[config.mk]
export PLATFORM = sky130hd
export DESIGN_NAME = adc_capture
export DESIGN_NICKNAME = d
export VERILOG_FILES = /design/src/rtl/adc_cap_pkg.sv /design/src/rtl/adc_lane_deser.sv /design/src/rtl/adc_code_fmt.sv /design/src/rtl/adc_capture.sv
export SDC_FILE = /design/constraint.sdc
export NUM_CORES = 1
export LEC_CHECK = 0
export BUFFER_PORTS_ARGS = -buffer_cell sky130_fd_sc_hd__clkbuf_2
export CORE_MARGIN = 3
export CORE_UTILIZATION = 55
export CTS_CLUSTER_SIZE = 8
export DETAILED_ROUTE_END_ITERATION = 16
export GPL_TIMING_DRIVEN = 0
export PLACE_DENSITY = 0.82
export SYNTH_ARGS = -nofsm -noshare
export SYNTH_HDL_FRONTEND = slang
export SYNTH_SLANG_ARGS = --single-unit
[constraint.sdc]
create_clock -name clk -period 1.9 [get_ports clk]
set_input_delay 0 -clock clk [delete_from_list [all_inputs] [get_ports clk]]
set_output_delay 0 -clock clk [all_outputs]
set_load 0.005 [all_outputs]
[src/rtl/adc_cap_pkg.sv]
package adc_cap_pkg;

  localparam int unsigned DEFAULT_SAMPLE_W = 12;

  typedef enum logic {
    MODE_SDR = 1'b0,
    MODE_DDR = 1'b1
  } cap_mode_e;

endpackage

[src/rtl/adc_lane_deser.sv]
module adc_lane_deser
  import adc_cap_pkg::*;
#(
  parameter int unsigned SAMPLE_W = DEFAULT_SAMPLE_W
) (
  input  logic                clk,
  input  logic                rst_n,
  input  logic                cap_en,
  input  logic                ddr_mode_i,
  input  logic                twos_fmt_i,
  input  logic                oor_i,
  input  logic [SAMPLE_W-1:0] lanes_i,
  output cap_mode_e           mode_o,
  output logic                word_vld_o,
  output logic [SAMPLE_W-1:0] word_o,
  output logic                word_oor_o,
  output logic                word_twos_o
);

  localparam int unsigned HALF_W = SAMPLE_W / 2;

  cap_mode_e           mode_q;
  logic [HALF_W-1:0]   upper_q;
  logic [HALF_W-1:0]   lower_q;
  logic                oor_q;
  logic                twos_q;
  logic                half_pend_q;

  // named events for checking
  logic                ddr_emit;
  logic                sdr_take;
  logic                ddr_active;

  assign ddr_active = cap_en && (mode_q == MODE_DDR);
  assign ddr_emit   = ddr_active && half_pend_q;
  assign sdr_take   = cap_en && (mode_q == MODE_SDR);

  // mode register: loaded only while idle
  always_ff @(posedge clk or negedge rst_n) begin
    if (!rst_n) begin
      mode_q <= MODE_SDR;
    end else if (!cap_en) begin
      mode_q <= cap_mode_e'(ddr_mode_i);
    end
  end

  // rising edge half (upper bits, range bit, format select)
  always_ff @(posedge clk or negedge rst_n) begin
    if (!rst_n) begin
      upper_q     <= '0;
      oor_q       <= 1'b0;
      twos_q      <= 1'b0;
      half_pend_q <= 1'b0;
    end else if (!ddr_active) begin
      half_pend_q <= 1'b0;
    end else begin
      upper_q     <= lanes_i[HALF_W-1:0];
      oor_q       <= oor_i;
      twos_q      <= twos_fmt_i;
      half_pend_q <= 1'b1;
    end
  end

  // falling edge half (lower bits)
  always_ff @(negedge clk or negedge rst_n) begin
    if (!rst_n) begin
      lower_q <= '0;
    end else if (ddr_active) begin
      lower_q <= lanes_i[HALF_W-1:0];
    end
  end

  always_comb begin
    if (mode_q == MODE_DDR) begin
      word_vld_o  = ddr_emit;
      word_o      = {upper_q, lower_q};
      word_oor_o  = oor_q;
      word_twos_o = twos_q;
    end else begin
      word_vld_o  = sdr_take;
      word_o      = lanes_i;
      word_oor_o  = oor_i;
      word_twos_o = twos_fmt_i;
    end
  end

  assign mode_o = mode_q;


  mode_hold_chk: assert property (@(posedge clk) disable iff (!rst_n)
    (cap_en && $past(cap_en)) |-> $stable(mode_q));


  ddr_pair_chk: assert property (@(posedge clk) disable iff (!rst_n)
    ddr_emit |-> ($past(cap_en) && $past(mode_q) == MODE_DDR));

endmodule

[src/rtl/adc_code_fmt.sv]
module adc_code_fmt #(
  parameter int unsigned SAMPLE_W = 12
) (
  input  logic                clk,
  input  logic                rst_n,
  input  logic                word_vld_i,
  input  logic [SAMPLE_W-1:0] word_i,
  input  logic                word_oor_i,
  input  logic                word_twos_i,
  output logic [SAMPLE_W-1:0] sample_o,
  output logic                sample_valid_o,
  output logic                over_hi_o,
  output logic                under_lo_o
);

  localparam int unsigned MSB = SAMPLE_W - 1;

  function automatic logic [SAMPLE_W-1:0] recode(input logic [SAMPLE_W-1:0] code,
                                                 input logic twos);
    logic [SAMPLE_W-1:0] r;
    r = code;
    if (twos) r[MSB] = ~code[MSB];
    return r;
  endfunction

  function automatic logic range_high(input logic [SAMPLE_W-1:0] code, input logic oor);
    return oor && code[MSB];
  endfunction

  function automatic logic range_low(input logic [SAMPLE_W-1:0] code, input logic oor);
    return oor && !code[MSB];
  endfunction

  always_ff @(posedge clk or negedge rst_n) begin
    if (!rst_n) begin
      sample_o       <= '0;
      sample_valid_o <= 1'b0;
      over_hi_o      <= 1'b0;
      under_lo_o     <= 1'b0;
    end else begin
      sample_valid_o <= word_vld_i;
      if (word_vld_i) begin
        sample_o   <= recode(word_i, word_twos_i);
        over_hi_o  <= range_high(word_i, word_oor_i);
        under_lo_o <= range_low(word_i, word_oor_i);
      end else begin
        over_hi_o  <= 1'b0;
        under_lo_o <= 1'b0;
      end
    end
  end


  flag_excl_chk: assert property (@(posedge clk) disable iff (!rst_n)
    !(over_hi_o && under_lo_o));


  flag_valid_chk: assert property (@(posedge clk) disable iff (!rst_n)
    (over_hi_o || under_lo_o) |-> sample_valid_o);

endmodule

[src/rtl/adc_capture.sv]
module adc_capture
  import adc_cap_pkg::*;
#(
  parameter int unsigned SAMPLE_W = DEFAULT_SAMPLE_W
) (
  input  logic                clk,
  input  logic                rst_n,
  input  logic                cap_en,
  input  logic                ddr_mode_i,
  input  logic                twos_fmt_i,
  input  logic [SAMPLE_W-1:0] lanes_i,
  input  logic                oor_i,
  output logic [SAMPLE_W-1:0] sample_o,
  output logic                sample_valid_o,
  output logic                over_hi_o,
  output logic                under_lo_o
);

  cap_mode_e           lane_mode;
  logic                word_vld;
  logic [SAMPLE_W-1:0] word;
  logic                word_oor;
  logic                word_twos;

  adc_lane_deser #(.SAMPLE_W(SAMPLE_W)) u_deser (
    .clk         (clk),
    .rst_n       (rst_n),
    .cap_en      (cap_en),
    .ddr_mode_i  (ddr_mode_i),
    .twos_fmt_i  (twos_fmt_i),
    .oor_i       (oor_i),
    .lanes_i     (lanes_i),
    .mode_o      (lane_mode),
    .word_vld_o  (word_vld),
    .word_o      (word),
    .word_oor_o  (word_oor),
    .word_twos_o (word_twos)
  );

  adc_code_fmt #(.SAMPLE_W(SAMPLE_W)) u_fmt (
    .clk            (clk),
    .rst_n          (rst_n),
    .word_vld_i     (word_vld),
    .word_i         (word),
    .word_oor_i     (word_oor),
    .word_twos_i    (word_twos),
    .sample_o       (sample_o),
    .sample_valid_o (sample_valid_o),
    .over_hi_o      (over_hi_o),
    .under_lo_o     (under_lo_o)
  );


  sdr_latency_chk: assert property (@(posedge clk) disable iff (!rst_n)
    (cap_en && lane_mode == MODE_SDR) |=> sample_valid_o);


  idle_quiet_chk: assert property (@(posedge clk) disable iff (!rst_n)
    !cap_en |=> !sample_valid_o);

endmodule

=== Yosys cells after proc, flatten, opt, wreduce, memory -nomap -nowiden ===
Index checks and enable logic that the tools add are counted.

* Muxes and demuxes: 8
* Reductions and logical operators: 6
* Bitwise gates (word level): 2

{| class="wikitable"
|+ Operator list
! operator !! count
|-
| $mux 12 || 1
|-
| $mux 1 || 7
|-
| $logic_and 1x1->1 || 5
|-
| $not 1->1 || 2
|-
| $logic_not 1->1 || 1
|}

* Register bits after elaboration: 31
* Output and inout port bits: 15
* Logic and storage cells: 26
* Input bits: 18

=== Longest topological paths before layout ===
Gate-level depths: netlist of run 1.

* Depth in word-level cells: 4
* Depth in mapped cells: 5
* Depth with buffers taken out: 3

=== By module ===
A second synthesis of run 1 with hierarchy kept.

* Cells, all modules: 93
* Area total of the unflattened synthesis: 1362.6 um^2

{| class="wikitable"
|+ Modules (own cells, without submodules)
! module !! area an instance (um^2) !! cells an instance !! times used
|-
| adc_lane_deser || 777.0 || 59 || 1
|-
| adc_code_fmt || 585.6 || 34 || 1
|}

==> results of run 1 <==
## routing by layer
layer / up-vias / share of wire, % / wire (µm)
met4: 0 / 2.6 / 88
met2: 46 / 49 / 1690
met1: 574 / 42 / 1440
met3: 8 / 6.1 / 208
met5: - / 0 / 0
li1: 528 / - / -
## layout by cell type, fill, tap and decap left out, types with 2 or more instances in the layout
master / n
clkbuf_2: 32
dfrtp_1: 25
dlygate4sd3_1: 13
a21oi_1: 12
a21o_1: 12
mux2i_1: 11
a31oi_1: 11
buf_4: 9
and3_4: 6
dfrtn_1: 6
clkbuf_4: 5
inv_1: 4
buf_6: 3
buf_2: 3
nand2_1: 3
o21ai_0: 2
## what timing repair did
action | 4_1_cts | 5_1_grt
cloned | 1 | 0
endpoints found under the hold margin | 38 | 0
buffers inserted | 5 | 2
hold buffers | 13 | 0
setup endpoints to repair | 6 | 6
gates resized for setup | 5 | 1
## per-stage QoR
stage / hold WS (ns) / std cells
6_report: 0.0177 / 202
5_1_grt: 0.0214 / 202
4_1_cts: 0.00247 / 200
3_5_place_dp: 0.102 / 173
3_3_place_gp: 0.0931 / 173
2_1_floorplan: -0.296 / 113
## cell families after synthesis
| family | after synthesis |
|---|---|
| AO/OA/AOI/OAI | 40 |
| XOR/XNOR | 2 |
| buffers and inverters | 13 |
| flip-flops | 31 |
| multiplexers | 12 |
| AND/OR/NAND/NOR | 15 |
## flip-flops by register name, summed over array words and instances, names as in the netlist
register              count
u_deser.half_pend_q       1
u_deser.lower_q           6
u_deser.mode_o            1
u_deser.oor_q             1
u_deser.twos_q            1
u_deser.upper_q           6
u_fmt.over_hi_o           1
u_fmt.sample_o           12
u_fmt.sample_valid_o      1
u_fmt.under_lo_o          1
## power by group through the flow
stage / registers (mW) / logic, mW / clock network, mW
floorplan: 0.845 / 0.199 / 0
global placement: 0.845 / 0.326 / 0
detailed placement: 0.851 / 0.338 / 0
CTS: 0.838 / 0.389 / 0.418
global route: 0.854 / 0.437 / 0.449
finish: 0.842 / 0.399 / 0.410
## final cells by class
type,count,area [µm²]
Buffer,9,78.8
Clock buffer,7,55.1
Clock inverter,1,5.00
Fill cell,140,393
Inverter,4,15.0
Multi-Input combinational cell,69,527
Sequential cell,31,776
Tap cell,28,35.0
Timing Repair Buffer,53,370
## how the worst max path moves through the flow
stage,start,end
3_5_place_dp,u_deser.mode_o,u_deser.lower_q[1]
2_1_floorplan,u_deser.mode_o,u_deser.lower_q[0]
4_1_cts,u_deser.mode_o,u_deser.lower_q[1]
6_report,u_deser.mode_o,u_deser.lower_q[1]
3_3_place_gp,u_deser.mode_o,u_deser.lower_q[2]
5_1_grt,u_deser.mode_o,u_deser.lower_q[3]
## cell usage after synthesis, drive strengths merged
cell type,instances,area share [%]
xor2,1,0.65
mux2i,11,8.2
nand2,4,1.3
a31oi,11,5.1
buf,9,4.9
a21oi,12,4.5
nor3b,1,0.56
dfrtp,25,47
nand3b,1,0.56
nand3,1,0.37
mux2,1,0.84
nor2,1,0.28
o32a,1,0.75
a311o,1,0.75
inv,4,1.1
o21ai,2,0.75
and3,6,2.8
xnor2,1,0.65
nand2b,1,0.65
a21boi,1,0.56
a21o,12,6.7
dfrtn,6,11
## critical path: stages (launching register included)
cell and delay, ns:
dfrtp_1 0.40, buf_6 0.16, buf_8 0.13, and3_4 0.14, a21o_1 0.15
==> results.cfg, run 1 <==
[finish]
fin_area_um2 = 1860
drive_gt1_share_pct = 37.4
utilization_pct = 82.6
fin_nets = 191
area_delta_synth_final_pct = 39.1
antenna_cells = 0

[logic_synthesis]
avgSynthCellArea_um2 = 11.8
synth_cell_type_count = 25
syn_area_um2 = 1340
synthCells = 113
synth-compound-area-share_pct = 19.2
synthMuxAreaShare_pct = 9.07
synth_seq_cells = 31
yosys.area_share.simple_pct = 6.54
syn-num-nets = 131
synth_xor_area_share_pct = 1.31
synth_warnings = 0
synth_fa_ha_area_share_pct = 0
synth_top_family_by_area = compound AO/OA/AOI/OAI gates
ys_seq_area_share_pct = 57.9

[power]
pwr-share-clk_pct = 24.8
power_switching_uw = 484
power_mw = 1.65
p_leak_nw = 0.970
p_comb_share_pct = 24.2
seqPwrFrac_pct = 51.0
power.density_nw_per_um2 = 887
p_int_mw = 1.17
vdd_ir_drop_max_uv = 605
swShare_pct = 29.3

[worst_hold_path]
hold_path_depth = 3
hp-start = lanes_i[5]
whs_endpoint = u_fmt.sample_o[5]
hold_path_class = in2reg

[clock_network]
clock_sinks = 31
numCtsBuffers = 5
clock_latency_ns = 0.34
cts_tree = done
clockBufferDepth = 2
root_buffer = clkbuf_4
path_clk_slew_ns = 0.10
cts-htree-levels = 2

[worst_setup_path]
worstReg2RegEnd = u_deser.lower_q[1]
crit_type = reg2reg
cp_max_fo = 5
ff2ff_setup_slack_ns = -0.18
regToRegStartpoint = u_deser.mode_o
critical_path_required_ns = 1.12
worstSetupEndpointType = flop
cp.arrival_ns = 1.31
ff2ff_path_depth = 4
worstSetupStartpointType = flop

[global_route]
grt.busiest_layer = met2
globalRouteMet3Util_pct = 6.31
grtUsageMet1_pct = 29.9
grt_pass1_wl_mm = 5.70
grt_pass1_vias = 1200
grt_usage_pct = 24.6
grt_overflow = 0
grt_max_degree = 32
grt_use_met2_pct = 39.0
antenna_found_initial = 0

[sta]
finClkSkew_ns = 0.0194
relSlewSlack_pct = 48.5
finalWorstSetupSlack_ns = -0.184
hold_viol_final = 0
worstMarginPinSlew_ns = 0.772
slew_viol_final = 0
rsz0062_at_grt = true
setup-tns-final_ns = -1.06
report.final.setup_viol = 6

[drt]
finalWirelength_mm = 3.42
drtIter0Drc = 33
final_antenna_net_count = 0
drc = 0
via_per_inst = 5.72
routedWlPerCell_um = 16.9
first_pass_iters = 4
num_vias = 1156

[die]
design.die.area_um2 = 3060
die_width_um = 55.3
ios = 33
start_util_pct = 59.4
rows = 17
die_y_um = 55.3
core_region_area_um2 = 2250

[place]
place_congestion = 0.737
post_dp_cell_area_um2 = 1570
hpwlAfterDp_mm = 2.03
port_buffers = 32
place_ws_ns = -0.238

[run]
drv_cap = 0

[outcome]
violations = setup timing
outcome = finished, violations left
Power figures use the tool's default switching activity.
==> run 2, diff against run 1 <==
Settings changed: ABC_AREA from default to 1.
==> run 2 against run 1 <==
- the run now ends clean
- sequential power down 2%
- cell count up 24%
- register-to-register slack better by 0.24 ns
- utilization down 4.2 points
- global-route usage down 1.9 points
- clock skew down 0.0082 ns
- largest cell class unchanged
- highest routed layer unchanged
==> results.cfg, run 2 <==
[worst_setup_path]
critical-path-top-delay-family = flip-flops
cp_max_fo = 14
critPathBufInv = 1
critical_path_required_ns = 1.11
worstSetupStartpointType = flop
cp_slowest_cell = dfrtp_1
cp.arrival_ns = 1.06
worstSetupEndpointType = flop
crit_type = reg2reg
slowest_delay_ns = 0.40
crit_chain = nand2_2 -> inv_4 -> nand2_1 -> o21ai_0

[logic_synthesis]
synth_warnings = 0
synth_top_cell_area_share_pct = 47.3
ys_seq_area_share_pct = 58.7
avgSynthCellArea_um2 = 8.02
synth_cell_type_count = 13
synthCells = 165
synth_commonest_cells = nand2_1, dfrtp_1, o21ai_0
synth_top_flop_cell = dfrtp_1
syn_area_um2 = 1320
syn-num-nets = 183
synth_most_common_cell = nand2_1
synth_seq_cells = 31
async_flop_share_pct = 100
synth_edf_count = 0
synth.area.top_cells = dfrtp_1, nand2_1, dfrtn_1
yosys.area.top_type = dfrtp_1

[finish]
fin_nets = 239
mostFrequentLayoutCells = nand2_1, clkbuf_2, dfrtp_1
antenna_cells = 0
drive_gt1_share_pct = 23.0
area_delta_synth_final_pct = 33.6
fin_area_um2 = 1770
regMostFlops = u_fmt.sample_o
largest_reg_flops = 12
layout_top_registers = u_fmt.sample_o x12, u_deser.lower_q x6, u_deser.upper_q x6
final_common_cell = nand2_1

[clock_network]
root_buffer = clkbuf_4
clock_sinks = 31
cts-htree-levels = 2
clockBufferDepth = 2
clock_latency_ns = 0.33
cts_tree = done
numCtsBuffers = 5
path_clk_slew_ns = 0.09

[global_route]
grt_overflow = 0
grt_usage_pct = 22.7
grt_pass1_vias = 1086
antenna_found_initial = 0
grt_pass1_wl_mm = 4.71
grt_max_degree = 32

[drt]
routedWlPerCell_um = 11.5
finalWirelength_mm = 2.86
num_vias = 1226
via_per_inst = 4.90
first_pass_iters = 4
final_antenna_net_count = 0
drtIter0Drc = 31
drc = 0

[die]
core_region_area_um2 = 2250
ios = 33
design.die.area_um2 = 3030
rows = 17
start_util_pct = 58.7
die_width_um = 55.0
die_y_um = 55.0

[worst_hold_path]
hold_path_class = in2reg

[sta]
slew_viol_final = 0
worstMarginPinSlew_ns = 0.729
finClkSkew_ns = 0.0112
finalWorstSetupSlack_ns = 0.0519
report.final.setup_viol = 0
relSlewSlack_pct = 51.4
hold_viol_final = 0
hold_slack_ns = 0.00270
rsz0062_at_grt = false

[place]
hpwlAfterDp_mm = 1.93
post_dp_cell_area_um2 = 1520
port_buffers = 32
place_congestion = 0.775
place_ws_ns = -0.0935

[power]
power.density_nw_per_um2 = 903
vdd_ir_drop_max_uv = 702
p_leak_nw = 1.01

[outcome]
outcome = completed

[run]
drv_cap = 0
## run 2: cell count changes in the layout (fill, tap and decap cells not counted), sizes merged, moves of 11 or more
cell,previous run,this run
a31oi,11,0
buf,17,6
inv,4,15
a21o,12,0
a21oi,12,0
nand2,4,91
o21ai,2,18
mux2i,11,0
## run 2: cell type report
type	count	area (µm²)
fillers	155	488
clock buffers	8	68.8
well taps	28	35.0
multi-input cells	112	453
inverters	15	58.8
flip-flops and latches	31	776
repair buffers	50	338
plain buffers	6	37.5
## run 2: layer usage
layer  global-route usage, %  part of all wire [%]  wire length [µm]  up-vias
li1                        -                     -                 -      613
met1                    28.4                    44              1260      559
met2                    35.8                    47              1350       46
met3                    7.77                   6.7               193        8
met4                    9.72                   2.2                62        0
met5                       0                     0                 0        -
## run 2: per-stage QoR
step / utilization [%] / total power [mW] / TNS [ns] / cells
2_1_floorplan: - / 1.01 / 0 / 165
3_3_place_gp: 67.6 / 1.13 / -0.110 / 225
3_5_place_dp: 67.6 / 1.15 / -0.297 / 225
4_1_cts: 78.2 / 1.61 / 0 / 250
5_1_grt: 78.4 / 1.71 / 0 / 250
6_report: 78.4 / 1.60 / 0 / 250
## run 2: cells by family (layout without fill, tap and decap cells)
kind of cell    count (synthesis)  after routing  synth area share, %
flops                          31             31                 58.7
compound gates                 18             18                 7.10
simple gates                   94             94                 26.8
buf+inv                        22             79                 7.47
## run 2: report_power, final
group	leakage (nW)	internal (mW)	switching, mW
clock network	0.0386	0.217	0.209
logic	0.589	0.152	0.193
registers	0.387	0.773	0.0514
total	1.01	1.14	0.454
## run 2: path summary, 6_finish.rpt
kind | to | slack [ns] | cells past startpoint | from
min in group asynchronous | u_fmt.sample_o[9] | 0.26 | 2 | rst_n
min | u_deser.half_pend_q | 0.003 | 3 | cap_en
max in group asynchronous | u_deser.lower_q[2] | 0.31 | 2 | rst_n
max reg2reg | u_deser.lower_q[1] | 0.05 | 4 | u_deser.mode_o
max | u_deser.lower_q[1] | 0.05 | 4 | u_deser.mode_o
min reg2reg | u_fmt.sample_o[2] | 0.49 | 2 | u_fmt.sample_o[2]
## run 2: repair_timing
item,4_1_cts,5_1_grt
pin swaps,1,0
hold buffers,17,0
endpoints found under the setup margin,6,6
endpoints found under the hold margin,42,0
setup buffers,1,0
resized for setup,2,1
## run 2: worst reg2reg max path: stages (launching register included)
cell and delay (ns):
dfrtp_1 0.40, nand2_2 0.09, inv_4 0.07, nand2_1 0.08, o21ai_0 0.08
